### src/rtl/sptr_pkg.sv
package sptr_pkg;
    typedef enum logic [1:0] {
        ST_IDLE,
        ST_FETCH,
        ST_EMIT,
        ST_NOPTR
    } scan_state_e;

    localparam logic [1:0] MODE_STRUCTURED = 2'b11;
endpackage

### src/rtl/sptr_index.sv
module sptr_index #(
    parameter int MAX_ENTRIES = 32
) (
    input  logic                           clk,
    input  logic                           rst_n,
    input  logic                           mark_start,
    input  logic                           step,
    input  logic                           last_seen,
    output logic [$clog2(MAX_ENTRIES)-1:0] idx,
    output logic                           back_home
);
    localparam int IDX_W = $clog2(MAX_ENTRIES);
    localparam logic [IDX_W-1:0] TOP_IDX = IDX_W'(MAX_ENTRIES - 1);

    logic [IDX_W-1:0] start_q;
    logic [IDX_W-1:0] nxt;

    // wrap after a last-flagged entry or at the end of the table
    assign nxt       = (last_seen || idx == TOP_IDX) ? '0 : idx + 1'b1;
    assign back_home = (nxt == start_q);

    always_ff @(posedge clk) begin
        if (!rst_n) begin
            idx     <= '0;
            start_q <= '0;
        end else begin
            if (mark_start) start_q <= idx;
            if (step)       idx     <= nxt;
        end
    end
endmodule

### src/rtl/sptr_entry_decode.sv
module sptr_entry_decode #(
    parameter int          AW      = 20,
    parameter int          OFF_W   = 14,
    parameter logic [19:0] CM_BASE = 20'h40000
) (
    input  logic [OFF_W+1:0] word,
    output logic             last_flag,
    output logic             en_flag,
    output logic [AW-1:0]    abs_addr
);
    assign last_flag = word[OFF_W+1];
    assign en_flag   = word[OFF_W];
    assign abs_addr  = AW'(CM_BASE) + AW'(word[OFF_W-1:0]);
endmodule

### src/rtl/sptr_scan.sv
module sptr_scan
    import sptr_pkg::*;
#(
    parameter int          AW          = 20,
    parameter int          MAX_ENTRIES = 32,
    parameter int          OFF_W       = 14,
    parameter logic [19:0] CM_BASE     = 20'h40000
) (
    input  logic             clk,
    input  logic             rst_n,
    input  logic             master_en,
    input  logic [1:0]       port_mode,
    input  logic [AW-1:0]    tbl_base,
    input  logic             sched_req,
    output logic             rd_en,
    output logic [AW-1:0]    rd_addr,
    input  logic             rd_ack,
    input  logic [OFF_W+1:0] rd_data,
    output logic             cs_valid,
    output logic [AW-1:0]    cs_addr,
    input  logic             cs_ready,
    output logic             scan_empty
);
    localparam int IDX_W = $clog2(MAX_ENTRIES);

    scan_state_e      state_q, state_nx;
    logic [IDX_W-1:0] idx;
    logic             back_home;
    logic             ent_last, ent_en;
    logic [AW-1:0]    ent_abs;
    logic [AW-1:0]    addr_q;
    logic             port_ok, start_go, word_in;

    assign port_ok  = master_en && (port_mode == MODE_STRUCTURED);
    assign start_go = (state_q == ST_IDLE) && sched_req && port_ok;
    assign word_in  = (state_q == ST_FETCH) && rd_ack;

    sptr_index #(.MAX_ENTRIES(MAX_ENTRIES)) u_index (
        .clk        (clk),
        .rst_n      (rst_n),
        .mark_start (start_go),
        .step       (word_in),
        .last_seen  (ent_last),
        .idx        (idx),
        .back_home  (back_home)
    );

    sptr_entry_decode #(.AW(AW), .OFF_W(OFF_W), .CM_BASE(CM_BASE)) u_decode (
        .word      (rd_data),
        .last_flag (ent_last),
        .en_flag   (ent_en),
        .abs_addr  (ent_abs)
    );

    // state register
    always_ff @(posedge clk) begin
        if (!rst_n) state_q <= ST_IDLE;
        else        state_q <= state_nx;
    end

    // transitions
    always_comb begin
        state_nx = state_q;
        unique case (state_q)
            ST_IDLE:  if (start_go) state_nx = ST_FETCH;
            ST_FETCH: if (rd_ack) begin
                          if (ent_en)         state_nx = ST_EMIT;
                          else if (back_home) state_nx = ST_NOPTR;
                      end
            ST_EMIT:  if (cs_ready) state_nx = ST_IDLE;
            ST_NOPTR: state_nx = ST_IDLE;
            default:  state_nx = ST_IDLE;
        endcase
    end

    // captured pointer
    always_ff @(posedge clk) begin
        if (!rst_n)                addr_q <= '0;
        else if (word_in && ent_en) addr_q <= ent_abs;
    end

    // outputs
    always_comb begin
        rd_en      = 1'b0;
        cs_valid   = 1'b0;
        scan_empty = 1'b0;
        unique case (state_q)
            ST_IDLE:  ;
            ST_FETCH: rd_en      = 1'b1;
            ST_EMIT:  cs_valid   = 1'b1;
            ST_NOPTR: scan_empty = 1'b1;
            default:  ;
        endcase
    end

    assign rd_addr = {tbl_base[AW-1:IDX_W], idx};
    assign cs_addr = addr_q;
endmodule

### config.mk
export PLATFORM = sky130hd
export DESIGN_NAME = sptr_scan
export DESIGN_NICKNAME = d
export VERILOG_FILES = /design/src/rtl/sptr_pkg.sv /design/src/rtl/sptr_index.sv /design/src/rtl/sptr_entry_decode.sv /design/src/rtl/sptr_scan.sv
export SDC_FILE = /design/constraint.sdc
export NUM_CORES = 1
export LEC_CHECK = 0
export BUFFER_PORTS_ARGS = -buffer_cell sky130_fd_sc_hd__buf_2
export CORE_ASPECT_RATIO = 0.8
export CORE_UTILIZATION = 43
export DETAILED_ROUTE_END_ITERATION = 10
export HOLD_SLACK_MARGIN = 0.15
export PLACE_DENSITY = 0.86
export SLEW_MARGIN = 20
export SYNTH_ARGS = -nofsm -noshare
export SYNTH_HDL_FRONTEND = slang
export SYNTH_SLANG_ARGS = --single-unit
### constraint.sdc
create_clock -name clk -period 2.7 [get_ports clk]
set_input_delay 0.135 -clock clk [delete_from_list [all_inputs] [get_ports clk]]
set_output_delay 0.135 -clock clk [all_outputs]
set_load 0.005 [all_outputs]
==> results of run 1 <==
-- cells in the mapped netlist (all sizes together), types with 2 or more instances --
cell,instances,area [µm²]
buf,27,199
o21a,2,15.0
and3,2,12.5
nor3b,2,15.0
mux2i,5,50.1
nor3,3,20.0
clkbuf,2,7.51
o21ai,3,15.0
nor2b,9,56.3
nand2,34,128
and2,2,12.5
nand3,3,15.0
dfxtp,27,541
ha,2,25.0
a21oi,4,20.0
xor2,2,17.5
nor2,5,18.8
a21boi,17,128
nor4,2,12.5
-- sequential cells by signal, summed over array words and instances, names as in the netlist --
signal,flops
cs_addr,15
state_q,2
u_index.idx,5
u_index.start_q,5
-- power breakdown --
group / internal, mW / switching [mW]
Combinational: 0.0371 / 0.0266
Sequential: 0.400 / 0.00213
Clock: 0.105 / 0.116
-- per-stage QoR --
stage	utilization	power, mW	cell area, µm²
final	0.548	0.688	1720
after CTS	0.548	0.700	1720
after detailed placement	0.489	0.459	1530
after global placement	0.489	0.459	1530
after global routing	0.548	0.725	1720
after floorplan	-	0.460	1460
-- routing by layer --
layer	GRT usage	vias up
met5	0	-
met2	0.269	40
li1	-	625
met3	0.0403	0
met1	0.226	562
met4	0.0142	0
-- path summary, 6_finish.rpt --
kind | startpoint | to | slack (ns) | depth (start not counted)
max | u_index.idx[0] | state_q[1] | 0.46 | 7
min | rd_ack | state_q[0] | 0.25 | 4
max reg2reg | u_index.idx[0] | state_q[1] | 0.46 | 7
min reg2reg | cs_addr[12] | cs_addr[12] | 0.46 | 2
-- worst max-delay path, delay by kind of cell, from the launching register on --
family	cells	cell delay, ns
AOI/OAI and AO/OA	3	0.52
adders and majority gates	2	0.60
DFF	1	0.39
and+or+nand+nor	2	0.66
-- cell families (layout without fill, tap and decap cells) --
family | count (synthesis) | in the layout | synth area share
and+or+nand+nor | 69 | 69 | 0.239
AOI/OAI and AO/OA | 33 | 33 | 0.168
buffers and inverters | 30 | 65 | 0.146
DFF | 27 | 27 | 0.375
muxes | 5 | 5 | 0.0347
xor gates and xnor gates | 3 | 3 | 0.0182
adders and majority gates | 2 | 2 | 0.0173
other | 1 | 5 | 0.00260
-- layout by cell type, fill, tap and decap left out, drive strengths merged, types with 2 or more instances in the layout --
cell and n:
a21boi 17, a21oi 4, and2 2, and3 2
buf 46, clkbuf 4, conb 5, dfxtp 27
dlygate4sd3 14, ha 2, mux2i 5, nand2 34
nand3 3, nor2 5, nor2b 9, nor3 3
nor3b 2, nor4 2, o21a 2, o21ai 3
xor2 2
-- final cells by class --
type,count,share of cell area
tap,40,0.0292
sequential,27,0.315
timing repair buffer,60,0.216
inverter,1,0.00219
clock buffer,4,0.0262
multi-input combinational,117,0.412
==> reports/results.ini, run 1 <==
[status]
run_status=finished clean

[cts]
cts_hold_buffers=14
clock_path_buffers=2
clock_sinks=27
worst_skew_pair.late_latency_ns=0.26
cts_buffers=3
cts_tree=built
path_clk_slew_ns=0.09
h-tree-depth=1
cts_setup_buffers=0
cts_root_buf=clkbuf_8
cts_resized=0

[die]
placeableCoreArea_um2=3130
pin_count=87
initial_core_util=0.461
die_h_um=53.8
die-area_um2=3590
num_rows=18
die_w_um=66.8

[logic_synthesis]
syn_inst=170
synth-seq-cells=27
async_flop_share=0
synth_warnings=0
synth-edff-count=0
synth.distinct_cells=40
ys.flop_type=dfxtp_1
yosysSeqAreaShare=0.375
syn_area_um2=1440
avgSynthCellArea_um2=8.49

[drt]
vias_per_cell=4.93
wl_met2_um=1300
totalWireLength_um=2910
dr_wl_met3_um=156
avgRoutedWirePerCell_um=11.7
met1_length_um=1450
top_layer_used=met3
firstDrtPassIters=4
num_vias=1227
drtAntennaViolNets=0
drc_errors=0
first_iter_violations=47

[worst_setup_path]
path_max_fanout=8
critPathArrivalTime_ns=2.44
path_class=flip-flop to flip-flop
cp-start-kind=flip-flop
required_ns=2.90
max_stage_delay_ns=0.45
crit_path_cell_trace=ha_1, and3_1, ha_1, or4b_1, o32a_1, a31o_1, a211oi_2
cpMostUsedCell=ha_1
end_kind=flip-flop
cp_slowest_cell=or4b_1

[global_routing]
antenna_found_initial=0
grt_start_max_net_pins=28
grt_usage=0.164
grt-ovfl-total=0
first_global_vias=1056
grt_pass1_wl_um=4510

[finish]
antenna-diode-count=0
nFillCells=301
final_cells=249
multi_input_area_um2=707
drive_gt1_frac=0.249
fin_nets=256
synthToLayoutAreaGrowth_pct=19.0
regArea_um2=541

[sta]
max_freq_ghz=0.446
setup_viol=0
hold_viol=0
finClkSkew_ns=0.00357
tightestPinTransition_ns=0.650
fin_crit_sh=0.830
slew_viol_final=0
setup_tns_ns=0
rsz0062_at_grt=no
finalWorstSetupSlack_ns=0.458
period_needed_ns=2.24
relSlewSlack=0.564
timing.hold.ws_ns=0.248

[placement]
gp_congestion=0.867
dp.cells=231
dp_hpwl_um=1950
io_buffer_count=46
dp_slack_ns=0.490

[power]
leakage_nw=0.735
p_per_area_nw_per_um2=401
vdd_drop_max_mv=0.328

[worst_hold_path]
hold_class=primary input to flip-flop

[flow_run]
maxCapViolations=0

No activity file was read; power rests on OpenSTA's default activity.
==> run 2: changes to the inputs <==
--- a/config.mk
+++ b/config.mk
@@ -5,12 +5,13 @@
 export SDC_FILE = /design/constraint.sdc
 export NUM_CORES = 1
 export LEC_CHECK = 0
+export ABC_AREA = 1
 export BUFFER_PORTS_ARGS = -buffer_cell sky130_fd_sc_hd__buf_2
 export CORE_ASPECT_RATIO = 0.8
-export CORE_UTILIZATION = 43
+export CORE_UTILIZATION = 38
 export DETAILED_ROUTE_END_ITERATION = 10
 export HOLD_SLACK_MARGIN = 0.15
-export PLACE_DENSITY = 0.86
+export PLACE_DENSITY = 0.81
 export SLEW_MARGIN = 20
 export SYNTH_ARGS = -nofsm -noshare
 export SYNTH_HDL_FRONTEND = slang
==> constraint.sdc (replaced) <==
create_clock -name clk -period 2.05 [get_ports clk]
set_input_delay 0.1025 -clock clk [delete_from_list [all_inputs] [get_ports clk]]
set_output_delay 0.1025 -clock clk [all_outputs]
set_load 0.005 [all_outputs]
==> run 2 against run 1 <==
Final area down 0.87%. Combinational power grew to 6.0 times the previous value. Largest cell class unchanged. Die area rose by 9.2%.
==> reports/results.ini, run 2 <==
[drt]
first_iter_violations=48  ; +2.1%
drc_errors=0  ; unchanged
drtAntennaViolNets=0  ; unchanged
avgRoutedWirePerCell_um=11.0  ; -6.0%
totalWireLength_um=3010  ; +3.4%
vias_per_cell=4.68  ; -5.0%
num_vias=1283  ; +4.6%
firstDrtPassIters=4  ; unchanged

[worst_hold_path]
hold_class=primary input to flip-flop

[power]
leakage_nw=0.800  ; +9.0%
p_per_area_nw_per_um2=768  ; +92%
vdd_drop_max_mv=0.523  ; +59%
total_power_mw=1.31  ; +90%

[sta]
slew_viol_final=0  ; unchanged
relSlewSlack=0.640  ; +0.0758
period_needed_ns=1.81  ; -0.436 ns
max_freq_ghz=0.554  ; +24%
setup_tns_ns=0  ; unchanged
rsz0062_at_grt=no
fin_crit_sh=0.881  ; +0.0505
setup_viol=0  ; unchanged
finClkSkew_ns=0.00293  ; -0.000638 ns
tightestPinTransition_ns=0.539  ; -0.111 ns
hold_viol=0  ; unchanged

[logic_synthesis]
ys.flop_type=dfxtp_1
synth-edff-count=0  ; unchanged
syn_area_um2=1400  ; -3.2%
syn_inst=188  ; +11%
yosys-top-cells-count=36 x nand2_1, 27 x dfxtp_1, 24 x a21oi_1
yosys.area.top_type=dfxtp_1
yosysSeqAreaShare=0.387  ; +0.0124
avgSynthCellArea_um2=7.43  ; -12%
async_flop_share=0  ; unchanged
synth_warnings=0  ; unchanged
post-synth-top-count-cell=nand2_1
synth.distinct_cells=25  ; -38%
synth_area_leaders=dfxtp_1 39%, buf_4 11%, nand2_1 9.7%
yosysTopAreaCellShare=0.387  ; +0.0124
synth-seq-cells=27  ; unchanged

[die]
initial_core_util=0.402  ; -0.0585
die_w_um=69.8  ; +4.5%
num_rows=19  ; +1
placeableCoreArea_um2=3470  ; +11%
die-area_um2=3920  ; +9.2%
pin_count=87  ; unchanged
die_h_um=56.2  ; +4.5%

[finish]
layout_common_cells=46 x buf_2, 36 x nand2_1, 25 x dfxtp_1
antenna-diode-count=0  ; unchanged
final_cells=274  ; +10%
fin_nets=279  ; +9.0%
synthToLayoutAreaGrowth_pct=21.9
largest_reg_flops=15  ; unchanged
final_common_cell=buf_2
drive_gt1_frac=0.267  ; +0.0184

[cts]
path_clk_slew_ns=0.09  ; about the same
cts_root_buf=clkbuf_8
h-tree-depth=1  ; unchanged
worst_skew_pair.late_latency_ns=0.27  ; about the same
clock_path_buffers=2  ; unchanged
cts_tree=built
clock_sinks=27  ; unchanged
cts_buffers=3  ; unchanged

[worst_setup_path]
cp_slowest_cell=dfxtp_2
worstSetupStartpoint=u_index.idx[0]
critPathTopFamily=simple AND/OR/NAND/NOR gates
required_ns=2.26  ; -0.64 ns
cp_num_cells=13  ; +6
reg2reg_from=u_index.idx[0]
critPathArrivalTime_ns=2.02  ; -0.42 ns
max_stage_delay_ns=0.35  ; -0.10 ns
path_class=flip-flop to flip-flop
rr_endpoint=state_q[1]
reg2reg_depth=13  ; +6
crit_buf_inv=0  ; unchanged
timing.critical_path.to=state_q[1]
r2r_slack_ns=0.24  ; -0.21 ns
crit_path_cell_trace=ha_1, nand2_1, nor2_1, ha_1, nor2_4, nand2_1, nand2_1, nand2_1, nor2_2, nand3_1, o21bai_1, nand2_1, a21oi_2
end_kind=flip-flop
cp-start-kind=flip-flop
path_max_fanout=6  ; -2
cpMostUsedCell=nand2_1

[placement]
gp_congestion=0.839  ; -3.2%
dp_hpwl_um=1920  ; -1.2%
dp.cells=254  ; +10%
io_buffer_count=46  ; unchanged

[flow_run]
maxCapViolations=0  ; unchanged

[global_routing]
grt-ovfl-total=0  ; unchanged
antenna_found_initial=0  ; unchanged
grt_start_max_net_pins=25  ; -11%
grt_pass1_wl_um=5000  ; +11%
first_global_vias=1127  ; +6.7%
grt_usage=0.154  ; -0.00965
gr-max-usage-layer=met2
met3_usage=0.0471  ; +0.00685
met1_usage=0.210  ; -0.0163
grt_use_met2=0.249  ; -0.0207

[status]
run_status=finished clean

run 2: changes by cell type in the layout (fill, tap and decap cells not counted), sizes merged, moves of 3 or more:
| cell | previous run | this run |
|---|---|---|
| nand3 | 3 | 20 |
| a21boi | 17 | 0 |
| nor2 | 5 | 14 |
| mux2i | 5 | 0 |
| nor2b | 9 | 0 |
| nor3 | 3 | 0 |
| o21ai | 3 | 10 |
| inv | 1 | 17 |
| a21oi | 4 | 26 |
| nand2 | 34 | 38 |
run 2: how the worst min path moves through the flow:
stage / end / depth (start not counted) / start / slack [ns]
finish: u_index.idx[1] / 3 / rst_n / 0.17
global route: u_index.start_q[3] / 3 / rst_n / 0.17
CTS: state_q[1] / 3 / rst_n / 0.16
detailed placement: rd_addr[12] / 0 / tbl_base[12] / 0.21
global placement: rd_addr[12] / 0 / tbl_base[12] / 0.21
floorplan: u_index.idx[3] / 2 / rst_n / 0.24
run 2: final cells by class:
type | count | area (µm²)
Timing Repair Buffer | 61 | 378
Inverter | 17 | 63.8
Clock buffer | 4 | 45.0
Sequential cell | 27 | 543
Tap cell | 42 | 52.6
Fill cell | 341 | 1770
Multi-Input combinational cell | 123 | 619
run 2: tightest hold or removal path, stage by stage:
cell	delay (ns)
buf_2	0.17
o21ai_0	0.09
a21oi_1	0.04
run 2: cells by family (layout without fill, tap and decap cells):
kind of cell             after synthesis  count (layout)  share of synthesized area
flip-flops                            27              27                      0.387
other                                  1               5                    0.00269
XOR/XNOR                               1               1                    0.00627
buffers and inverters                 43              82                      0.186
AND/OR/NAND/NOR                       77              78                      0.260
adder cells (fa/ha/maj)                2               2                     0.0179
AO/OA/AOI/OAI                         37              37                      0.140
run 2: report_power, final:
part / switching (mW) / total (mW) / internal (mW)
logic: 0.226 / 0.384 / 0.158
clock network: 0.160 / 0.299 / 0.139
registers: 0.0450 / 0.623 / 0.578
total: 0.431 / 1.31 / 0.875
run 2: repair_timing:
item                                    in CTS  in global routing
gates resized for setup                      0                  3
endpoints found under the hold margin       14                  0
setup buffers                                0                  1
hold buffers                                14                  0
endpoints found under the setup margin       0                  1
run 2: through the flow:
step / hold WS [ns] / utilization / worst slack, ns / area (µm²)
detailed placement: 0.205 / 0.432 / 0.155 / 1500
finish: 0.171 / 0.490 / 0.244 / 1700
global placement: 0.205 / 0.432 / 0.189 / 1500
floorplan: 0.241 / - / 0.330 / 1410
CTS: 0.164 / 0.485 / 0.132 / 1680
global route: 0.165 / 0.490 / 0.0378 / 1700
run 2: metal layers:
metal,vias to the layer above,part of all wire
met5,-,0
met4,0,0
met3,0,0.055
met2,38,0.45
met1,567,0.49
li1,678,-
